`src/rtl/i2c_mem_pkg.sv`:
```
package i2c_mem_pkg;
  typedef enum logic [2:0] {
    ST_IDLE,
    ST_DEV,
    ST_WADR,
    ST_WDAT,
    ST_RDAT,
    ST_HOLD
  } eng_state_t;

  localparam logic [3:0] DEV_ID = 4'b1010;
endpackage

```
`src/rtl/i2c_sync.sv`:
```
module i2c_sync #(
  parameter int STAGES = 2,
  parameter int W = 2,
  parameter logic [W-1:0] RST_VAL = '1
) (
  input  logic         clk,
  input  logic         rst,
  input  logic [W-1:0] d,
  output logic [W-1:0] q
);
  logic [W-1:0] stg [STAGES];

  generate
    for (genvar i = 0; i < STAGES; i++) begin : g_stage
      if (i == 0) begin : g_first
        always_ff @(posedge clk) begin
          if (rst) stg[0] <= RST_VAL;
          else     stg[0] <= d;
        end
      end else begin : g_next
        always_ff @(posedge clk) begin
          if (rst) stg[i] <= RST_VAL;
          else     stg[i] <= stg[i-1];
        end
      end
    end
  endgenerate

  assign q = stg[STAGES-1];
endmodule

```
`src/rtl/i2c_bus_cond.sv`:
```
module i2c_bus_cond #(
  parameter int HOLD_CLKS = 4
) (
  input  logic clk,
  input  logic rst,
  input  logic scl_s,
  input  logic sda_s,
  output logic scl_rise,
  output logic scl_fall,
  output logic start_det,
  output logic stop_det,
  output logic drv_stb
);
  localparam int CW = $clog2(HOLD_CLKS + 1);

  logic          scl_q, sda_q;
  logic [CW-1:0] cnt;

  always_comb begin
    scl_rise  = scl_s & ~scl_q;
    scl_fall  = ~scl_s & scl_q;
    start_det = scl_s & scl_q & sda_q & ~sda_s;
    stop_det  = scl_s & scl_q & ~sda_q & sda_s;
    drv_stb   = (cnt == CW'(1));
  end

  always_ff @(posedge clk) begin
    if (rst) begin
      scl_q <= 1'b1;
      sda_q <= 1'b1;
      cnt   <= '0;
    end else begin
      scl_q <= scl_s;
      sda_q <= sda_s;
      if (scl_fall)        cnt <= CW'(HOLD_CLKS);
      else if (cnt != '0)  cnt <= cnt - CW'(1);
    end
  end
endmodule

```
`src/rtl/i2c_addr_match.sv`:
```
module i2c_addr_match import i2c_mem_pkg::*; #(
  parameter int BLK_BITS = 1
) (
  input  logic [7:1] dev_hi,
  input  logic [2:0] strap,
  output logic       hit,
  output logic [2:0] blk
);
  logic [2:0] pin_ok;

  generate
    for (genvar i = 0; i < 3; i++) begin : g_bit
      if (i < BLK_BITS) begin : g_blk
        assign blk[i]    = dev_hi[1+i];
        assign pin_ok[i] = 1'b1;
      end else begin : g_pin
        assign blk[i]    = 1'b0;
        assign pin_ok[i] = (dev_hi[1+i] == strap[i]);
      end
    end
  endgenerate

  assign hit = (dev_hi[7:4] == DEV_ID) && (&pin_ok);
endmodule

```
`src/rtl/i2c_mem_ctrl.sv`:
```
module i2c_mem_ctrl import i2c_mem_pkg::*; #(
  parameter int AW = 9,
  parameter int PAGE_BITS = 4
) (
  input  logic          clk,
  input  logic          rst,
  input  logic          scl_rise,
  input  logic          scl_fall,
  input  logic          start_det,
  input  logic          stop_det,
  input  logic          drv_stb,
  input  logic          sda_s,
  input  logic          wp,
  input  logic          busy,
  input  logic          dev_hit,
  input  logic [2:0]    dev_blk,
  input  logic [7:0]    rd_data,
  output logic [7:0]    sh_q,
  output logic          sda_oe,
  output logic          wr_req,
  output logic [AW-1:0] wr_addr,
  output logic [7:0]    wr_data,
  output logic          commit_req,
  output logic [AW-1:0] ptr_q
);
  localparam logic [PAGE_BITS-1:0] PG_ONE  = PAGE_BITS'(1);
  localparam logic [AW-1:0]        PTR_ONE = AW'(1);

  eng_state_t st;
  logic [3:0] bcnt;
  logic       ack_ph, m_ack, oe_pend, wrote;
  logic [7:0] tx;
  logic [2:0] blk_q;
  logic       active;

  assign active = (st == ST_DEV) || (st == ST_WADR) || (st == ST_WDAT) || (st == ST_RDAT);

  always_ff @(posedge clk) begin
    if (rst) begin
      st         <= ST_IDLE;
      bcnt       <= '0;
      ack_ph     <= 1'b0;
      m_ack      <= 1'b0;
      oe_pend    <= 1'b0;
      wrote      <= 1'b0;
      sh_q       <= '0;
      tx         <= '0;
      blk_q      <= '0;
      ptr_q      <= '0;
      sda_oe     <= 1'b0;
      wr_req     <= 1'b0;
      wr_addr    <= '0;
      wr_data    <= '0;
      commit_req <= 1'b0;
    end else begin
      wr_req     <= 1'b0;
      commit_req <= 1'b0;
      if (start_det) begin
        st      <= ST_DEV;
        bcnt    <= '0;
        ack_ph  <= 1'b0;
        oe_pend <= 1'b0;
        sda_oe  <= 1'b0;
        wrote   <= 1'b0;
      end else if (stop_det) begin
        st         <= ST_IDLE;
        bcnt       <= '0;
        ack_ph     <= 1'b0;
        oe_pend    <= 1'b0;
        sda_oe     <= 1'b0;
        commit_req <= wrote;
        wrote      <= 1'b0;
      end else begin
        if (drv_stb) sda_oe <= oe_pend;
        if (active && scl_rise) begin
          if (ack_ph) begin
            if (st == ST_RDAT) m_ack <= ~sda_s;
          end else begin
            sh_q <= {sh_q[6:0], sda_s};
            tx   <= {tx[6:0], 1'b0};
            bcnt <= bcnt + 4'd1;
          end
        end else if (active && scl_fall) begin
          if (ack_ph) begin
            ack_ph <= 1'b0;
            bcnt   <= '0;
            if (st == ST_RDAT && m_ack) begin
              tx      <= rd_data;
              oe_pend <= ~rd_data[7];
            end else begin
              oe_pend <= 1'b0;
              if (st == ST_RDAT) st <= ST_HOLD;
            end
          end else if (bcnt == 4'd8) begin
            ack_ph <= 1'b1;
            case (st)
              ST_DEV: begin
                if (dev_hit && !busy) begin
                  oe_pend <= 1'b1;
                  blk_q   <= dev_blk;
                  if (sh_q[0]) begin
                    st    <= ST_RDAT;
                    m_ack <= 1'b1;
                  end else begin
                    st    <= ST_WADR;
                  end
                end else begin
                  oe_pend <= 1'b0;
                  st      <= ST_IDLE;
                end
              end
              ST_WADR: begin
                ptr_q   <= AW'({blk_q, sh_q});
                oe_pend <= 1'b1;
                st      <= ST_WDAT;
              end
              ST_WDAT: begin
                if (wp) begin
                  oe_pend <= 1'b0;
                  st      <= ST_HOLD;
                end else begin
                  oe_pend <= 1'b1;
                  wr_req  <= 1'b1;
                  wr_addr <= ptr_q;
                  wr_data <= sh_q;
                  wrote   <= 1'b1;
                  ptr_q   <= {ptr_q[AW-1:PAGE_BITS], ptr_q[PAGE_BITS-1:0] + PG_ONE};
                end
              end
              default: begin
                oe_pend <= 1'b0;
                ptr_q   <= ptr_q + PTR_ONE;
              end
            endcase
          end else if (st == ST_RDAT) begin
            oe_pend <= ~tx[7];
          end
        end
      end
    end
  end
endmodule

```
`src/rtl/i2c_mem_slave.sv`:
```
module i2c_mem_slave import i2c_mem_pkg::*; #(
  parameter int BLK_BITS = 1,
  parameter int PAGE_BITS = 4,
  parameter int SYNC_STAGES = 2,
  parameter int HOLD_CLKS = 4,
  localparam int AW = 8 + BLK_BITS
) (
  input  logic          clk,
  input  logic          rst,
  input  logic          scl_in,
  input  logic          sda_in,
  output logic          sda_oe,
  input  logic [2:0]    strap_addr,
  input  logic          wp_in,
  output logic          wr_req,
  output logic [AW-1:0] wr_addr,
  output logic [7:0]    wr_data,
  output logic          commit_req,
  input  logic          busy_in,
  output logic [AW-1:0] rd_addr,
  input  logic [7:0]    rd_data
);
  logic [1:0] syn;
  logic       scl_s, sda_s;
  logic       scl_rise, scl_fall, start_det, stop_det, drv_stb;
  logic [7:0] sh_q;
  logic       dev_hit;
  logic [2:0] dev_blk;

  i2c_sync #(.STAGES(SYNC_STAGES), .W(2), .RST_VAL(2'b11)) u_sync (
    .clk (clk),
    .rst (rst),
    .d   ({scl_in, sda_in}),
    .q   (syn)
  );

  assign scl_s = syn[1];
  assign sda_s = syn[0];

  i2c_bus_cond #(.HOLD_CLKS(HOLD_CLKS)) u_cond (
    .clk       (clk),
    .rst       (rst),
    .scl_s     (scl_s),
    .sda_s     (sda_s),
    .scl_rise  (scl_rise),
    .scl_fall  (scl_fall),
    .start_det (start_det),
    .stop_det  (stop_det),
    .drv_stb   (drv_stb)
  );

  i2c_addr_match #(.BLK_BITS(BLK_BITS)) u_match (
    .dev_hi (sh_q[7:1]),
    .strap  (strap_addr),
    .hit    (dev_hit),
    .blk    (dev_blk)
  );

  i2c_mem_ctrl #(.AW(AW), .PAGE_BITS(PAGE_BITS)) u_ctrl (
    .clk        (clk),
    .rst        (rst),
    .scl_rise   (scl_rise),
    .scl_fall   (scl_fall),
    .start_det  (start_det),
    .stop_det   (stop_det),
    .drv_stb    (drv_stb),
    .sda_s      (sda_s),
    .wp         (wp_in),
    .busy       (busy_in),
    .dev_hit    (dev_hit),
    .dev_blk    (dev_blk),
    .rd_data    (rd_data),
    .sh_q       (sh_q),
    .sda_oe     (sda_oe),
    .wr_req     (wr_req),
    .wr_addr    (wr_addr),
    .wr_data    (wr_data),
    .commit_req (commit_req),
    .ptr_q      (rd_addr)
  );
endmodule

```
`config.mk`:
```
export PLATFORM = sky130hd
export DESIGN_NAME = i2c_mem_slave
export DESIGN_NICKNAME = d
export VERILOG_FILES = /design/src/rtl/i2c_mem_pkg.sv /design/src/rtl/i2c_sync.sv /design/src/rtl/i2c_bus_cond.sv /design/src/rtl/i2c_addr_match.sv /design/src/rtl/i2c_mem_ctrl.sv /design/src/rtl/i2c_mem_slave.sv
export SDC_FILE = /design/constraint.sdc
export NUM_CORES = 1
export LEC_CHECK = 0
export ABC_AREA = 1
export CAP_MARGIN = 40
export CELL_PAD_IN_SITES_DETAIL_PLACEMENT = 1
export CELL_PAD_IN_SITES_GLOBAL_PLACEMENT = 2
export CORE_AREA = 5 5 102 114
export DETAILED_ROUTE_END_ITERATION = 12
export DIE_AREA = 0 0 107 119
export PLACE_DENSITY = 0.77
export SYNTH_ARGS = -nofsm -noshare
export SYNTH_HDL_FRONTEND = slang
export SYNTH_SLANG_ARGS = --single-unit
```
`constraint.sdc`:
```
create_clock -name clk -period 2.69 [get_ports clk]
set_input_delay 0.538 -clock clk [delete_from_list [all_inputs] [get_ports clk]]
set_output_delay 0.538 -clock clk [all_outputs]
set_load 0.01 [all_outputs]
```
==> results of run 1 <==
==> cell type report <==
type	count	share of cell area [%]
Multi-Input combinational cell	289	38.0
Sequential cell	66	33.0
Timing Repair Buffer	48	11.7
Tap cell	123	3.84
Inverter	58	5.44
Clock inverter	7	2.34
Clock buffer	9	5.63
==> power breakdown <==
part           total, mW  switching [mW]  internal, mW
clock network       1.26           0.447         0.809
logic              0.202           0.122        0.0799
registers           1.02          0.0159          1.00
==> critical path, stage by stage, from the launching register on <==
cell and delay, ns:
sky130_fd_sc_hd__dfxtp_1 0.47, sky130_fd_sc_hd__inv_1 0.12, sky130_fd_sc_hd__o21ai_2 0.11, sky130_fd_sc_hd__nand2_4 0.10, sky130_fd_sc_hd__nand2_4 0.07, sky130_fd_sc_hd__ha_1 0.16
sky130_fd_sc_hd__inv_1 0.04, sky130_fd_sc_hd__nor2_1 0.17, sky130_fd_sc_hd__nand2_1 0.14, sky130_fd_sc_hd__nor2_2 0.21, sky130_fd_sc_hd__inv_1 0.11, sky130_fd_sc_hd__nor2_1 0.10
sky130_fd_sc_hd__nor2_1 0.05
==> layer usage <==
| layer | up-vias | track usage, % | wire length (um) |
|---|---|---|---|
| met4 | 0 | 6.79 | 189 |
| met3 | 14 | 3.25 | 241 |
| met1 | 1360 | 16.9 | 3830 |
| li1 | 1494 | - | - |
| met5 | - | 0 | 0 |
| met2 | 38 | 24.6 | 4250 |
==> worst paths after layout <==
kind         cells past startpoint  slack [ns]             start                to
max                             12        0.73      u_ctrl.st[2]   u_ctrl.ptr_q[2]
min                              1        0.41  u_sync.stg[0][0]  u_sync.stg[1][0]
max reg2reg                     12        0.73      u_ctrl.st[2]   u_ctrl.ptr_q[2]
min reg2reg                      1        0.41  u_sync.stg[0][0]  u_sync.stg[1][0]
==> sequential cells by signal, summed over array words and instances (netlist names), 3 cells and up <==
signal          count
u_ctrl.st           3
u_ctrl.wr_addr      9
u_ctrl.ptr_q        9
u_sync.stg          4
u_ctrl.sh_q         8
u_cond.cnt          3
u_ctrl.bcnt         4
u_ctrl.tx           8
u_ctrl.wr_data      8
==> cells by family after synthesis <==
group / synth area share [%]
buf+inv: 9.23
flops: 42.2
compound gates: 20.5
xor+xnor: 0.839
simple gates: 24.1
fa+ha+maj: 3.20
==> cells in the final DEF, fill, tap and decap left out, drive strengths merged <==
cell type,count
a211oi,1
a21oi,48
a31oi,2
a32oi,1
buf,4
bufinv,2
clkbuf,9
clkdlybuf4s50,44
clkinv,3
clkinvlp,2
dfxtp,66
ha,8
inv,58
nand2,64
nand3,26
nand3b,1
nand4,7
nor2,52
nor3,3
nor4,1
o21a,1
o21ai,66
o32ai,1
or2,4
xnor2,1
xor2,2
==> results.md, run 1 <==
* Run status: completed
* Routability congestion estimate from global placement at 0.815
* Total power consumption of the routed design at 2.48 mW
* Effective utilization at floorplan at 30.6%
* Via total after detailed routing at 2906
* Max Clock Freq at 0.509 GHz
* Instance count after placement with tap cells included at 584
* Number of filler cells placed in the layout at 1267
* Worst slew margin relative to its limit at 74.1%
* Total of endpoints with negative setup slack in the final report at 0
* Footprint of the multi-input gates at 1520 um2
* Number of instances in the synthesized netlist at 425
* Number of top-level design ports at 46
* Detailed router's first-iteration violation count at 126
* Row count at 39
* Final WL at 8510 um
* Synth Register Bits at 66
* Total half-perimeter wirelength after legalization and detailed placement at 6310 um
* Top cell type's share of synthesized area at 42.2%
* Most common cell in the netlist: sky130_fd_sc_hd__dfxtp_1
* Type of the worst setup path: reg2reg
* Net Count, Synth at 450
* Setup repair bufs after CTS at 0
* Post-synthesis instance area at 3130 um2
* Post-Route Hold Slack at 0.410 ns
* Share of synthesized area occupied by flip-flops and latches at 42.2%
* Sequential cell area at 1320 um2
* Hold WC Path Type: reg2reg
* Placed cell area at 3680 um2
* Flip-flop cell with the highest count after synthesis: sky130_fd_sc_hd__dfxtp_1
* Leading post-synthesis cells by instance count: sky130_fd_sc_hd__dfxtp_1 (66), sky130_fd_sc_hd__nand2_1 (56), sky130_fd_sc_hd__inv_1 (50)
* Area of the placeable core at 10200 um2
* Count of flip-flops with a built-in enable after synthesis at 0
* DIE AREA at 12700 um2
* Length of the first detailed-routing pass in iterations at 4
* Final core area utilization at 39.1%
* CTS clk-pin slew, worst paths at 0.05 ns
* Count of non-filler cells in the finished layout at 600
* Number of distinct library cells after synthesis at 35
* Maximum level of the CTS H-tree at 3
* Clock sinks at 66
* Average wire length per cell after detail routing at 14.2 um
* Synth area leader: sky130_fd_sc_hd__dfxtp_1
* Residual antenna-violating net count after detailed routing at 0
* Post-route clock skew at 0.00624 ns
* Clock tree from TritonCTS: built
* Clk_lat worst skew at 0.33 ns
* Power per cell area at 619 nW/um2
* Number of buffers added by the clock tree synthesis step at 9
* Count of port buffers added during placement at 44
* Post-route setup TNS at 0 ns
* Worst vdd ir at 0.274 mV
* Grt ovf at 0
* Arrival time of data at the critical path endpoint at 2.18 ns
* Via-per-instance ratio at 4.84
* Fin crit period at 1.96 ns
* Share of the clock period used by the worst path at 73.0%
* FFs w/ async S/R, synth at 0%
* Crit path required time at 2.91 ns
* Chip height at 119 um
* Root Buffer: sky130_fd_sc_hd__clkbuf_16
* Antenna violations before repair at 0
* Floorplan die width at 107 um
* Slew at the pin closest to its max-slew limit at 0.387 ns
* Slew Limit Fails at 0
* Critical path endpoint category: register
* Setup slack after layout at 0.726 ns
* Number of antenna repair diodes at 0
* Most area-consuming cells after synthesis: sky130_fd_sc_hd__dfxtp_1 (42%), sky130_fd_sc_hd__a21oi_1 (7.0%), sky130_fd_sc_hd__o21ai_0 (6.9%)
* PostCTS Resize Cnt at 0
* Startpoint kind of the worst setup timing path: register
* RSZ-0062 raised after global routing: no
* CTS Hold Bufs at 0
* Biggest fanout along the worst timing path at 6
* Global router's overall resource usage at 14.4%
* Average size of a mapped cell at 7.37 um2
* Count of unresolved DRC violations after routing at 0
* Fraction of layout instances using a drive strength above 1 at 11.3%
* Vias in the first global route at 2980
* Final net count at 497
* Global-route wire length before repair at 14600 um
* Yosys warnings at 0
* Leakage power at 1.60 nW
* Area growth from synthesis to layout at 27.8%
* Max-cap check violation count at 0
* Final cell area excluding filler cells at 4000 um2
* Maximum clock insertion buffer count at 2
* Maximum number of pins on one net before global-route repair at 35
* Endpoints failing hold at 0
* Worst setup slack after placement at 0.547 ns
Note: power is estimated with default switching activity, not from simulation.
==> inputs of run 2 (changes only) <==
--- a/config.mk
+++ b/config.mk
@@ -9,10 +9,10 @@
 export CAP_MARGIN = 40
 export CELL_PAD_IN_SITES_DETAIL_PLACEMENT = 1
 export CELL_PAD_IN_SITES_GLOBAL_PLACEMENT = 2
-export CORE_AREA = 5 5 102 114
+export CORE_AREA = 5 5 107 119
 export DETAILED_ROUTE_END_ITERATION = 12
-export DIE_AREA = 0 0 107 119
-export PLACE_DENSITY = 0.77
+export DIE_AREA = 0 0 112 124
+export PLACE_DENSITY = 0.73
 export SYNTH_ARGS = -nofsm -noshare
 export SYNTH_HDL_FRONTEND = slang
 export SYNTH_SLANG_ARGS = --single-unit
==> constraint.sdc (replaced) <==
create_clock -name clk -period 1.8 [get_ports clk]
set_input_delay 0.36 -clock clk [delete_from_list [all_inputs] [get_ports clk]]
set_output_delay 0.36 -clock clk [all_outputs]
set_load 0.01 [all_outputs]
==> run 2 against run 1 <==
- total power is 45% higher
- combinational power is 66% higher
- critical path depth decreased by 2
- flip-flop and latch count did not move
- clock skew is 0.00097 ns lower
- maximum frequency is 15% higher
- non-clock buffer count is 31 higher
- first-iteration DRC count decreased by 15%
- final cell count grew 9.7%
- sequential power rose by 49%
- utilization shrank 0.91 points
==> results.md, run 2 (synthesis results as in run 1) <==
* Row count at 41
* Root Buffer: sky130_fd_sc_hd__clkbuf_16
* Crit path required time at 2.06 ns
* Total half-perimeter wirelength after legalization and detailed placement at 6910 um
* Post-route setup TNS at 0 ns
* CTS clk-pin slew, worst paths at 0.06 ns
* Worst vdd ir at 0.441 mV
* Maximum level of the CTS H-tree at 3
* Footprint of the multi-input gates at 1560 um2
* Start point of the worst hold path: u_sync.stg[0][1]
* Area of the placeable core at 11300 um2
* Maximum clock insertion buffer count at 2
* Share of the clock period used by the worst path at 94.5%
* Max-cap check violation count at 0
* Largest registers in the final layout: u_ctrl.ptr_q x9, u_ctrl.wr_addr x9
* Detailed router's first-iteration violation count at 107
* Sequential cell area at 1330 um2
* Number of antenna repair diodes at 0
* Area growth from synthesis to layout at 38.2%
* Residual antenna-violating net count after detailed routing at 0
* Most frequent standard cell in the layout excluding fill and tap cells: sky130_fd_sc_hd__dfxtp_1
* Floorplan die width at 112 um
* Number of buffers added by the clock tree synthesis step at 9
* Startpoint kind of the worst setup timing path: register
* Hold WC Path Type: reg2reg
* Slew at the pin closest to its max-slew limit at 0.303 ns
* Global-route wire length before repair at 15400 um
* Fin crit period at 1.70 ns
* Fraction of layout instances using a drive strength above 1 at 19.1%
* Commonest cells after routing, fill and taps aside: sky130_fd_sc_hd__dfxtp_1 (62), sky130_fd_sc_hd__nand2_1 (56), sky130_fd_sc_hd__inv_1 (50)
* Total of endpoints with negative setup slack in the final report at 0
* Leakage power at 1.75 nW
* Max Clock Freq at 0.588 GHz
* Count of port buffers added during placement at 44
* Clock tree from TritonCTS: built
* Chip height at 124 um
* Antenna violations before repair at 0
* Post-Route Hold Slack at 0.412 ns
* Launching instance or port of the critical path: u_ctrl.st[1]
* Post-route clock skew at 0.00527 ns
* Grt ovf at 0
* Final WL at 9180 um
* Maximum number of pins on one net before global-route repair at 46
* DIE AREA at 13900 um2
* Biggest fanout along the worst timing path at 26
* Critical path endpoint category: register
* Arrival time of data at the critical path endpoint at 1.96 ns
* Startpoint of the most critical register-to-register path: u_ctrl.st[1]
* Vias in the first global route at 3170
* Final net count at 528
* Via-per-instance ratio at 4.67
* Clock sinks at 66
* Via total after detailed routing at 3075
* Routability congestion estimate from global placement at 0.800
* CTS Hold Bufs at 0
* Clk_lat worst skew at 0.33 ns
* Worst slew margin relative to its limit at 79.7%
* Count of unresolved DRC violations after routing at 0
* Type of the worst setup path: reg2reg
* Run status: completed
* Number of top-level design ports at 46
* RSZ-0062 raised after global routing: yes
* Instance count after placement with tap cells included at 640
* Power per cell area at 829 nW/um2
* Average wire length per cell after detail routing at 14.0 um
* Count of non-filler cells in the finished layout at 658
* Number of filler cells placed in the layout at 1400
* Slew Limit Fails at 0
* Effective utilization at floorplan at 27.6%
* Length of the first detailed-routing pass in iterations at 4
* Endpoints failing hold at 0
* Global router's overall resource usage at 13.8%
==> run 2: worst paths after layout <==
kind / endpoint / slack, ns / cells past startpoint
worst max-delay path: u_ctrl.wr_data[1] / 0.1 / 10
worst min-delay path: u_sync.stg[1][1] / 0.41 / 1
worst max register to register: u_ctrl.wr_data[1] / 0.1 / 10
worst min register to register: u_sync.stg[1][1] / 0.41 / 1
==> run 2: repair_timing <==
| action | 4_1_cts | 5_1_grt |
|---|---|---|
| setup endpoints to repair | 4 | 35 |
| setup buffers | 0 | 2 |
| pin swaps | 0 | 2 |
| resized for setup | 2 | 17 |
==> run 2: per-stage QoR <==
stage	total power, mW	area [um2]	setup slack (ns)	util [%]
global placement	1.87	3970	-0.0360	35.0
detailed placement	1.89	3970	-0.0962	35.0
CTS	3.66	4270	0.0124	37.7
floorplan	1.76	3140	0.00508	-
global route	3.76	4330	-0.0272	38.2
finish	3.59	4330	0.0983	38.2
==> run 2: layout make-up <==
type / instances / area share (%)
Timing Repair Buffer: 79 / 16.9
Clock buffer: 9 / 5.21
Multi-Input combinational cell: 289 / 36.1
Tap cell: 150 / 4.34
Inverter: 58 / 5.03
Sequential cell: 66 / 30.8
Clock inverter: 7 / 1.62
==> run 2: critical path, stage by stage (launching register included) <==
cell and delay (ns):
sky130_fd_sc_hd__dfxtp_4 0.37, sky130_fd_sc_hd__inv_2 0.08, sky130_fd_sc_hd__nand3_4 0.08, sky130_fd_sc_hd__nand2_4 0.08
sky130_fd_sc_hd__buf_4 0.14, sky130_fd_sc_hd__nand2_8 0.07, sky130_fd_sc_hd__nor4_4 0.25, sky130_fd_sc_hd__buf_4 0.18
sky130_fd_sc_hd__buf_12 0.16, sky130_fd_sc_hd__o21ai_1 0.08, sky130_fd_sc_hd__a21oi_1 0.13
==> run 2: power by group <==
| group | internal [mW] | switching, mW | leakage [nW] |
|---|---|---|---|
| Combinational | 0.138 | 0.197 | 1.07 |
| Clock | 1.07 | 0.662 | 0.145 |
| Sequential | 1.50 | 0.0256 | 0.535 |
| Total | 2.70 | 0.885 | 1.75 |
==> run 2: routing by layer <==
metal | wire length (um) | GRT usage, % | vias to the layer above
met4 | 124 | 4.73 | 0
met2 | 4700 | 25.3 | 46
met3 | 336 | 2.92 | 9
met5 | 0 | 0 | -
li1 | - | - | 1554
met1 | 4020 | 16.0 | 1466
